[src/rtl/supv_prot_pkg.sv]
package supv_prot_pkg;
  // control register bit positions that the protection logic decodes
  localparam int PSE_BIT  = 4;
  localparam int PAE_BIT  = 5;
  localparam int PGE_BIT  = 7;
  localparam int FXSR_BIT = 9;
  localparam int XP_BIT   = 20;
  localparam int AP_BIT   = 21;
  // feature vector layout
  localparam int FEAT_SSE = 0;
  localparam int FEAT_AP  = 1;
  localparam int FEAT_W   = 2;
  localparam int NUM_PROT = 5;

  typedef struct packed {
    logic wrCtl;
    logic clrOvrd;
    logic setOvrd;
  } dpStrobe_t;

  function automatic int protBitPos(input int idx);
    case (idx)
      0: return PSE_BIT;
      1: return PAE_BIT;
      2: return PGE_BIT;
      3: return XP_BIT;
      default: return AP_BIT;
    endcase
  endfunction
endpackage

[src/rtl/supv_prot_ctrl.sv]
module supv_prot_ctrl
  import supv_prot_pkg::*;
#(
  parameter int PRIV_W = 2
) (
  input  logic              clk,
  input  logic              rst_n,
  input  logic              ctlWrEn,
  input  logic              clrReq,
  input  logic              setReq,
  input  logic [PRIV_W-1:0] privLvl,
  input  logic              featAp,
  output dpStrobe_t         st,
  output logic              illegalOp
);
  logic opLegal;
  logic anyOp;

  assign opLegal = featAp && (privLvl == '0);
  assign anyOp   = clrReq || setReq;

  always_comb begin
    st.wrCtl   = ctlWrEn;
    st.clrOvrd = clrReq && opLegal;
    st.setOvrd = setReq && opLegal && !clrReq;
  end

  always_ff @(posedge clk) begin
    if (!rst_n) illegalOp <= 1'b0;
    else        illegalOp <= anyOp && !opLegal;
  end


  illegal_src_chk: assert property (@(posedge clk) disable iff (!rst_n)
    illegalOp |-> $past(anyOp && (!featAp || privLvl != '0)));


  legal_quiet_chk: assert property (@(posedge clk) disable iff (!rst_n)
    (anyOp && featAp && privLvl == '0) |=> !illegalOp);
endmodule

[src/rtl/supv_prot_dp.sv]
module supv_prot_dp
  import supv_prot_pkg::*;
#(
  parameter int CTL_W = 32
) (
  input  logic              clk,
  input  logic              rst_n,
  input  dpStrobe_t         st,
  input  logic [CTL_W-1:0]  wrData,
  input  logic [FEAT_W-1:0] featVec,
  output logic [CTL_W-1:0]  ctlReg,
  output logic              ovrdFlag,
  output logic              shadowFx,
  output logic              shadowAp,
  output logic              flushPulse
);
  logic [CTL_W-1:0] maskedWr;
  logic [CTL_W-1:0] diffBits;
  logic [NUM_PROT-1:0] protDiff;

  always_comb begin
    maskedWr = wrData;
    if (!featVec[FEAT_SSE]) maskedWr[FXSR_BIT] = 1'b0;
    if (!featVec[FEAT_AP])  maskedWr[AP_BIT]   = 1'b0;
  end

  assign diffBits = maskedWr ^ ctlReg;

  for (genvar g = 0; g < NUM_PROT; g++) begin : g_prot
    assign protDiff[g] = diffBits[protBitPos(g)];
  end

  always_ff @(posedge clk) begin
    if (!rst_n) begin
      ctlReg     <= '0;
      shadowFx   <= 1'b0;
      shadowAp   <= 1'b0;
      flushPulse <= 1'b0;
    end else begin
      flushPulse <= st.wrCtl && (|protDiff);
      if (st.wrCtl) begin
        ctlReg   <= maskedWr;
        shadowFx <= maskedWr[FXSR_BIT];
        shadowAp <= maskedWr[AP_BIT];
      end
    end
  end

  always_ff @(posedge clk) begin
    if (!rst_n)          ovrdFlag <= 1'b0;
    else if (st.clrOvrd) ovrdFlag <= 1'b0;
    else if (st.setOvrd) ovrdFlag <= 1'b1;
  end


  hold_ctl_chk: assert property (@(posedge clk) disable iff (!rst_n)
    !st.wrCtl |=> $stable(ctlReg));


  ap_mask_chk: assert property (@(posedge clk) disable iff (!rst_n)
    (st.wrCtl && !featVec[FEAT_AP]) |=> !ctlReg[AP_BIT]);


  shadow_match_chk: assert property (@(posedge clk) disable iff (!rst_n)
    (shadowAp == ctlReg[AP_BIT]) && (shadowFx == ctlReg[FXSR_BIT]));


  flush_src_chk: assert property (@(posedge clk) disable iff (!rst_n)
    flushPulse |-> $past(st.wrCtl));


  clr_wins_chk: assert property (@(posedge clk) disable iff (!rst_n)
    st.clrOvrd |=> !ovrdFlag);
endmodule

[src/rtl/supv_prot_state.sv]
module supv_prot_state
  import supv_prot_pkg::*;
#(
  parameter int CTL_W  = 32,
  parameter int PRIV_W = 2
) (
  input  logic              clk,
  input  logic              rst_n,
  input  logic              ctlWrEn,
  input  logic [CTL_W-1:0]  ctlWrData,
  input  logic [FEAT_W-1:0] featVec,
  input  logic [PRIV_W-1:0] privLvl,
  input  logic              clrOvrdReq,
  input  logic              setOvrdReq,
  output logic [CTL_W-1:0]  ctlReg,
  output logic              ovrdFlag,
  output logic              shadowFx,
  output logic              shadowAp,
  output logic              flushPulse,
  output logic              illegalOp
);
  dpStrobe_t st;

  supv_prot_ctrl #(.PRIV_W(PRIV_W)) u_ctrl (
    .clk       (clk),
    .rst_n     (rst_n),
    .ctlWrEn   (ctlWrEn),
    .clrReq    (clrOvrdReq),
    .setReq    (setOvrdReq),
    .privLvl   (privLvl),
    .featAp    (featVec[FEAT_AP]),
    .st        (st),
    .illegalOp (illegalOp)
  );

  supv_prot_dp #(.CTL_W(CTL_W)) u_dp (
    .clk        (clk),
    .rst_n      (rst_n),
    .st         (st),
    .wrData     (ctlWrData),
    .featVec    (featVec),
    .ctlReg     (ctlReg),
    .ovrdFlag   (ovrdFlag),
    .shadowFx   (shadowFx),
    .shadowAp   (shadowAp),
    .flushPulse (flushPulse)
  );
endmodule

[config.mk]
export PLATFORM = sky130hd
export DESIGN_NAME = supv_prot_state
export DESIGN_NICKNAME = d
export VERILOG_FILES = /design/src/rtl/supv_prot_pkg.sv /design/src/rtl/supv_prot_ctrl.sv /design/src/rtl/supv_prot_dp.sv /design/src/rtl/supv_prot_state.sv
export SDC_FILE = /design/constraint.sdc
export NUM_CORES = 1
export LEC_CHECK = 0
export BUFFER_PORTS_ARGS = -buffer_cell sky130_fd_sc_hd__buf_2
export CAP_MARGIN = 20
export CORE_ASPECT_RATIO = 0.6
export CORE_MARGIN = 5
export CORE_UTILIZATION = 38
export DETAILED_ROUTE_END_ITERATION = 8
export GPL_TIMING_DRIVEN = 0
export HOLD_SLACK_MARGIN = 0.02
export PLACE_DENSITY = 0.86
export SYNTH_ARGS = -nofsm -noshare
export SYNTH_HDL_FRONTEND = slang
export SYNTH_SLANG_ARGS = --single-unit
[constraint.sdc]
create_clock -name clk -period 0.9 [get_ports clk]
set_clock_uncertainty 0.1 [all_clocks]
set_input_delay 0.135 -clock clk [delete_from_list [all_inputs] [get_ports clk]]
set_output_delay 0.135 -clock clk [all_outputs]
set_load 0.1 [all_outputs]
=== After elaboration in Yosys (flattened, before gate mapping) ===
Cells that the tools add are included.

* Memory bits (read-only): 0
* Bits in registers: 37
* Bits of input ports: 41
* Memories kept: 0
* Output and inout bits: 37
* Latch bits: 0
* Memory bits (writable): 0

* Shift-type cells: 0
* Bitwise logic cells: 2
* Mux-type cells: 2
* Divide/modulo/power cells: 0
* Reductions and logical operators: 12
* Add/subtract/negate cells: 0
* Multipliers: 0
* Eq/ne operators: 0
* Order comparisons: 0

{| class="wikitable"
|+ Operator list
! cell !! count
|-
| bitwise XOR 22 bit || 1
|-
| logical AND 1 bit || 6
|-
| OR reduction 5 bit || 1
|-
| logical NOT 1 bit || 2
|-
| logical NOT 2 bit || 1
|-
| two-way mux 1 bit || 2
|-
| OR reduction 2 bit || 1
|-
| logical OR 1 bit || 1
|-
| NOT 1 bit || 1
|}

=== Depth between registers and ports, before layout ===
* Depth in word-level cells: 4
* Depth in mapped cells: 4

=== By module ===
From an unflattened synthesis, not the netlist that was laid out.

* Cell total of the unflattened synthesis: 127
* Area, all modules: 1437.6 µm²

{| class="wikitable"
|+ Modules (own cells, without submodules)
! module !! instances !! sequential area each (µm²) !! area an instance (µm²) !! cells each
|-
| supv_prot_dp || 1 || 680.7 || 1372.6 || 120
|-
| supv_prot_ctrl || 1 || 20.0 || 65.1 || 7
|}

=== Worst setup path before layout ===
Ideal clock, no wire load.

* Kind: register to register
* Start: register u_dp.ctlReg[20]
* End: register u_dp.flushPulse
* Stages on the path, launching flop included: 4
* Clock period less this slack: 1.682 ns
* Arrival time: 1.458 ns
* Setup slack: -0.782 ns
* Required time: 0.676 ns
* Buffers on the path: 0
* Path through: dfxtp_1 xor2_1 nor4_1 a21oi_1

* Word-level cells in the longest chain between the ends: 3

{| class="wikitable"
|+ Ends and longest elaborated chain
! what !! RTL line !! RTL
|-
| start: declaration || supv_prot_dp.sv:11 || <nowiki>output logic [CTL_W-1:0] ctlReg,</nowiki>
|-
| start signal: assignment || supv_prot_dp.sv:42 || <nowiki>ctlReg <= maskedWr;</nowiki>
|-
| bitwise XOR 22 bit || supv_prot_dp.sv:27 || <nowiki>assign diffBits = maskedWr ^ ctlReg;</nowiki>
|-
| OR reduction 5 bit || supv_prot_dp.sv:40 || <nowiki>flushPulse <= st.wrCtl && (|protDiff);</nowiki>
|-
| logical AND 1 bit || supv_prot_dp.sv:40 ||
|-
| end signal: assignment || supv_prot_dp.sv:40 ||
|-
| end: declaration || supv_prot_dp.sv:15 || <nowiki>output logic flushPulse</nowiki>
|}

Every way passes these cells.
A chain may end at the register's enable or synchronous reset.

=== Worst setup path after layout ===
* Start: register u_dp.ctlReg[21]
* End: output ctlReg[21]

{| class="wikitable"
|+ RTL lines
! what !! RTL line !! RTL
|-
| end: declaration || supv_prot_state.sv:15 || <nowiki>output logic [CTL_W-1:0] ctlReg,</nowiki>
|}

No word-level cell between the ends.

==> results.md <==
Timing:
- The number of max-slew violations in the final report came to 0.
- Setup repair after global routing could not meet its margin everywhere.
- The slew at the pin with the worst max-slew slack is 0.283 ns.
- The tightest hold margin is -0.0379 ns.
- The timing-limited maximum frequency is just under 0.9 GHz.
- The hold violation total from the final report is 1.
- The worst path setup slack after routing is -0.255 ns.
- After layout, the minimum clock period comes to 1.15 ns.
- Setup violations remaining at the end of the flow were counted as 41.
- The post-route clock period utilization is 1.28.
- The worst slew margin relative to its limit is 0.811.

Yosys:
- Yosys printed 0 warnings.
- In this run the cell area of the synthesized design comes to between 1000 and 1500 µm².
- The largest area contributor in the synthesized netlist is sky130_fd_sc_hd__dfxtp_1.
- The share of synthesized area in the top cell type comes to 0.530.
- After technology mapping, the gate count stands at around 130.
- The share of synthesized area occupied by flip-flops and latches is 0.530.
- Counting flops with an async set or reset pin after synthesis yields a share of 0.
- Ranked by total cell area, the synthesized netlist is headed by sky130_fd_sc_hd__dfxtp_1 (53%), sky130_fd_sc_hd__mux2i_1 (23%), sky130_fd_sc_hd__nor2_1 (8.8%), sky130_fd_sc_hd__xor2_1 (3.3%), sky130_fd_sc_hd__buf_6 (2.6%).
- The synthesized design contains 35 register bits.
- The number of library cell types mapped by synthesis is 18.
- Among all flip-flop cells after synthesis, the most frequent one is sky130_fd_sc_hd__dfxtp_1.
- The total nets after synthesis is 166.
- The number of enable flip-flop cells after synthesis is 0.
- The synthesized area per cell is ~11 µm².

Setup path:
- The kind of end point of the critical path is an output port.
- Measured in cells, the most critical reg-to-reg path has a length of 3.
- For this run, the slowest stage of the critical path takes ~0.36 ns.
- The kind of cell with the highest combined delay along the critical path is flip-flops.
- Among all stages on the critical path, the largest delay is contributed by sky130_fd_sc_hd__dfxtp_4.
- The startpoint identified for the worst register-to-register timing path is u_dp.ctlReg[4].
- For the worst setup path, the data required time is 0.66 ns.
- The maximum fanout count along the critical path is 3.
- The endpoint identified for the worst register-to-register timing path is u_dp.flushPulse.
- Among the stages of the critical path, the cell type that occurs most often is sky130_fd_sc_hd__buf_12.
- The reg-to-reg setup timing slack is -0.21 ns.
- The setup path with the least slack is of type reg2out.
- The arrival time at the worst endpoint is around 0.92 ns.
- Walking the worst path, the cells encountered are buf_12 > buf_12.
- The kind of launch point of the worst setup path is a flop.
- The critical path buffer and inverter count is 2.

Finish:
- The final antenna diode count is 0.
- The area overhead of the layout relative to synthesis is 108%.
- Measured on the finished design, the core utilization comes to 0.834.
- The net count reported at finish is 260.
- After the flow finishes, the layout carries non-filler instances totaling approximately 270.
- In the final layout, the share of cells above drive strength 1 is 0.550.
- The final standard cell area without fillers is approximately 2800 µm².

Floorplanning:
- The area of the die is about 4800 µm².
- The core region is approximately 3300 µm².
- The initialized floorplan defines 16 standard-cell rows.
- The initial core utilization is 0.400.
- The die is 86.1 µm wide.
- The height of the chip is 55.7 µm.
- The total I/O pin count is 78.

Worst hold path:
- The path with the worst hold slack has its endpoint at u_dp.ovrdFlag.
- The worst hold path cell count is 2.
- The min-delay analysis places its worst path in the category in2reg.
- The startpoint of the tightest hold check path is clrOvrdReq.

Placed design:
- The congestion estimate from routability-driven global placement came to 0.662.
- The post-placement cell count is approximately 250.
- The HPWL after detailed placement is approximately 2.5 mm.
- The count of buffers added on input and output ports is 76.
- In this run the cell area measured after placement is roughly 1900 µm².

Detailed routing:
- The wire length after detailed routing is ~4.6 mm.
- Across all layers, the routed design uses 1270 vias.
- The number of nets with antenna violations after routing is 0.
- The average wire length per cell after detail routing is around 17 µm.
- The number of vias per cell after detailed routing is around 4.8.
- The final routed DRC violation total is 0.
- The first detailed-routing pass ran for 4 iterations.
- The number of design-rule violations left by the first detailed-router iteration is 20.

Clock network:
- The clock-pin transition on the worst setup and hold timing paths is roughly 0.070 ns.
- The buffer depth of the longest clock path is 2.
- The number of buffers added by the clock tree synthesis step is 5.
- The number of sinks driven by the clock tree is 35.
- The clock tree from TritonCTS is yes.
- The clock tree synthesis step divided the H-tree into 2 levels.
- The later pin in the worst-skew pair is clocked with a latency of roughly 0.28 ns.
- The number of hold buffers added after CTS was 22.
- The root buffer cell chosen for the clock tree is sky130_fd_sc_hd__clkbuf_8.

Global routing:
- The number of global-route vias before repair is between 1000 and 1500.
- Across every metal layer, demand over resource in global routing totals 0.195.
- The final global-route overflow total is 0.
- The pin count of the biggest net entering global routing is 12.
- The initial antenna violation count is 0.
- The global-route wire length before repair is approximately 7 mm.

Power:
- The analysis attributes to cell leakage a power of 1.26 nW.
- The worst-case IR drop observed on VDD is around 1100 µV.
- For this design the ratio of total power to cell area is roughly 1600 nW/µm².

Run status:
- The final reports fail on hold timing, setup timing.
- The run finished, with violations left.

Flow run:
- The number of max-cap violations is 0.
## where the power goes
| part | switching, mW | internal (mW) |
|---|---|---|
| Combinational | 0.920 | 0.597 |
| Clock | 0.536 | 0.525 |
| Sequential | 0.105 | 1.61 |
## Yosys cell counts, types with 2 or more instances
cell	instances
sky130_fd_sc_hd__nor2_1	31
sky130_fd_sc_hd__nand2b_1	2
sky130_fd_sc_hd__mux2i_1	30
sky130_fd_sc_hd__a21oi_1	4
sky130_fd_sc_hd__nand3_1	2
sky130_fd_sc_hd__buf_4	3
sky130_fd_sc_hd__nand2_1	2
sky130_fd_sc_hd__xor2_1	5
sky130_fd_sc_hd__dfxtp_1	35
sky130_fd_sc_hd__buf_6	3
## layout by cell type, fill, tap and decap left out, drive strengths merged, types with 2 or more instances in the layout
master        instances
a21oi                 4
buf                  73
clkbuf                7
clkinv                2
dfxtp                35
dlygate4sd3          16
dlymetal6s4s          5
mux2i                30
nand2                 2
nand2b                2
nand3                 2
nor2                 31
xor2                  5
## final cells by class
cell class,count,area [µm²]
multi-input cells,80,574
flip-flops and latches,35,827
plain buffers,9,96.3
well taps,45,56.3
repair buffers,87,1110
clock buffers,5,68.8
clock inverters,3,15.0
fillers,179,549
inverters,1,3.75
## state kept, by name, summed over array words and instances (netlist names)
| name | cells |
|---|---|
| u_dp.flushPulse | 1 |
| u_dp.ovrdFlag | 1 |
| u_ctrl.illegalOp | 1 |
| u_dp.ctlReg | 32 |
## cells by family (layout without fill, tap and decap cells)
group	after synthesis	after routing	synth area share
mux	30	30	0.227
flops	35	35	0.530
compound gates	6	6	0.0246
simple gates	39	39	0.130
buf+inv	10	105	0.0549
xor+xnor	5	5	0.0331
## per-stage QoR
stage / power [mW] / setup TNS, ns / worst slack (ns)
after floorplan: 2.59 / -0.720 / -0.293
after global placement: 2.80 / -8.45 / -0.246
after detailed placement: 2.81 / -8.56 / -0.256
after CTS: 4.28 / -6.22 / -0.255
after global routing: 4.43 / -6.95 / -0.272
final: 4.29 / -6.03 / -0.255
## per-layer routing
metal  routed length, µm  part of all wire  GRT usage  up-vias
met3                 336             0.073     0.0680       10
met5                   0                 0          0        -
met2                2470              0.53      0.371       56
li1                    -                 -          -      602
met1                1720              0.37      0.194      602
met4                  89             0.019     0.0722        0
## what timing repair did
action,4_1_cts,5_1_grt
setup endpoints to repair,38,68
gates resized for setup,146,15
pin swaps,0,15
hold endpoints to repair,30,1
setup buffers,2,2
## worst max-delay path by stage
stage | startpoint | end | slack [ns] | depth (start not counted)
after floorplan | u_dp.ctlReg[4] | u_dp.flushPulse | -0.29 | 3
after global placement | u_dp.ctlReg[4] | u_dp.flushPulse | -0.25 | 3
after detailed placement | u_dp.ctlReg[4] | u_dp.flushPulse | -0.26 | 3
after CTS | u_dp.ctlReg[21] | ctlReg[21] | -0.26 | 2
after global routing | u_dp.ctlReg[21] | ctlReg[21] | -0.27 | 2
final | u_dp.ctlReg[21] | ctlReg[21] | -0.25 | 2
Note: power is estimated with default switching activity, not from simulation.
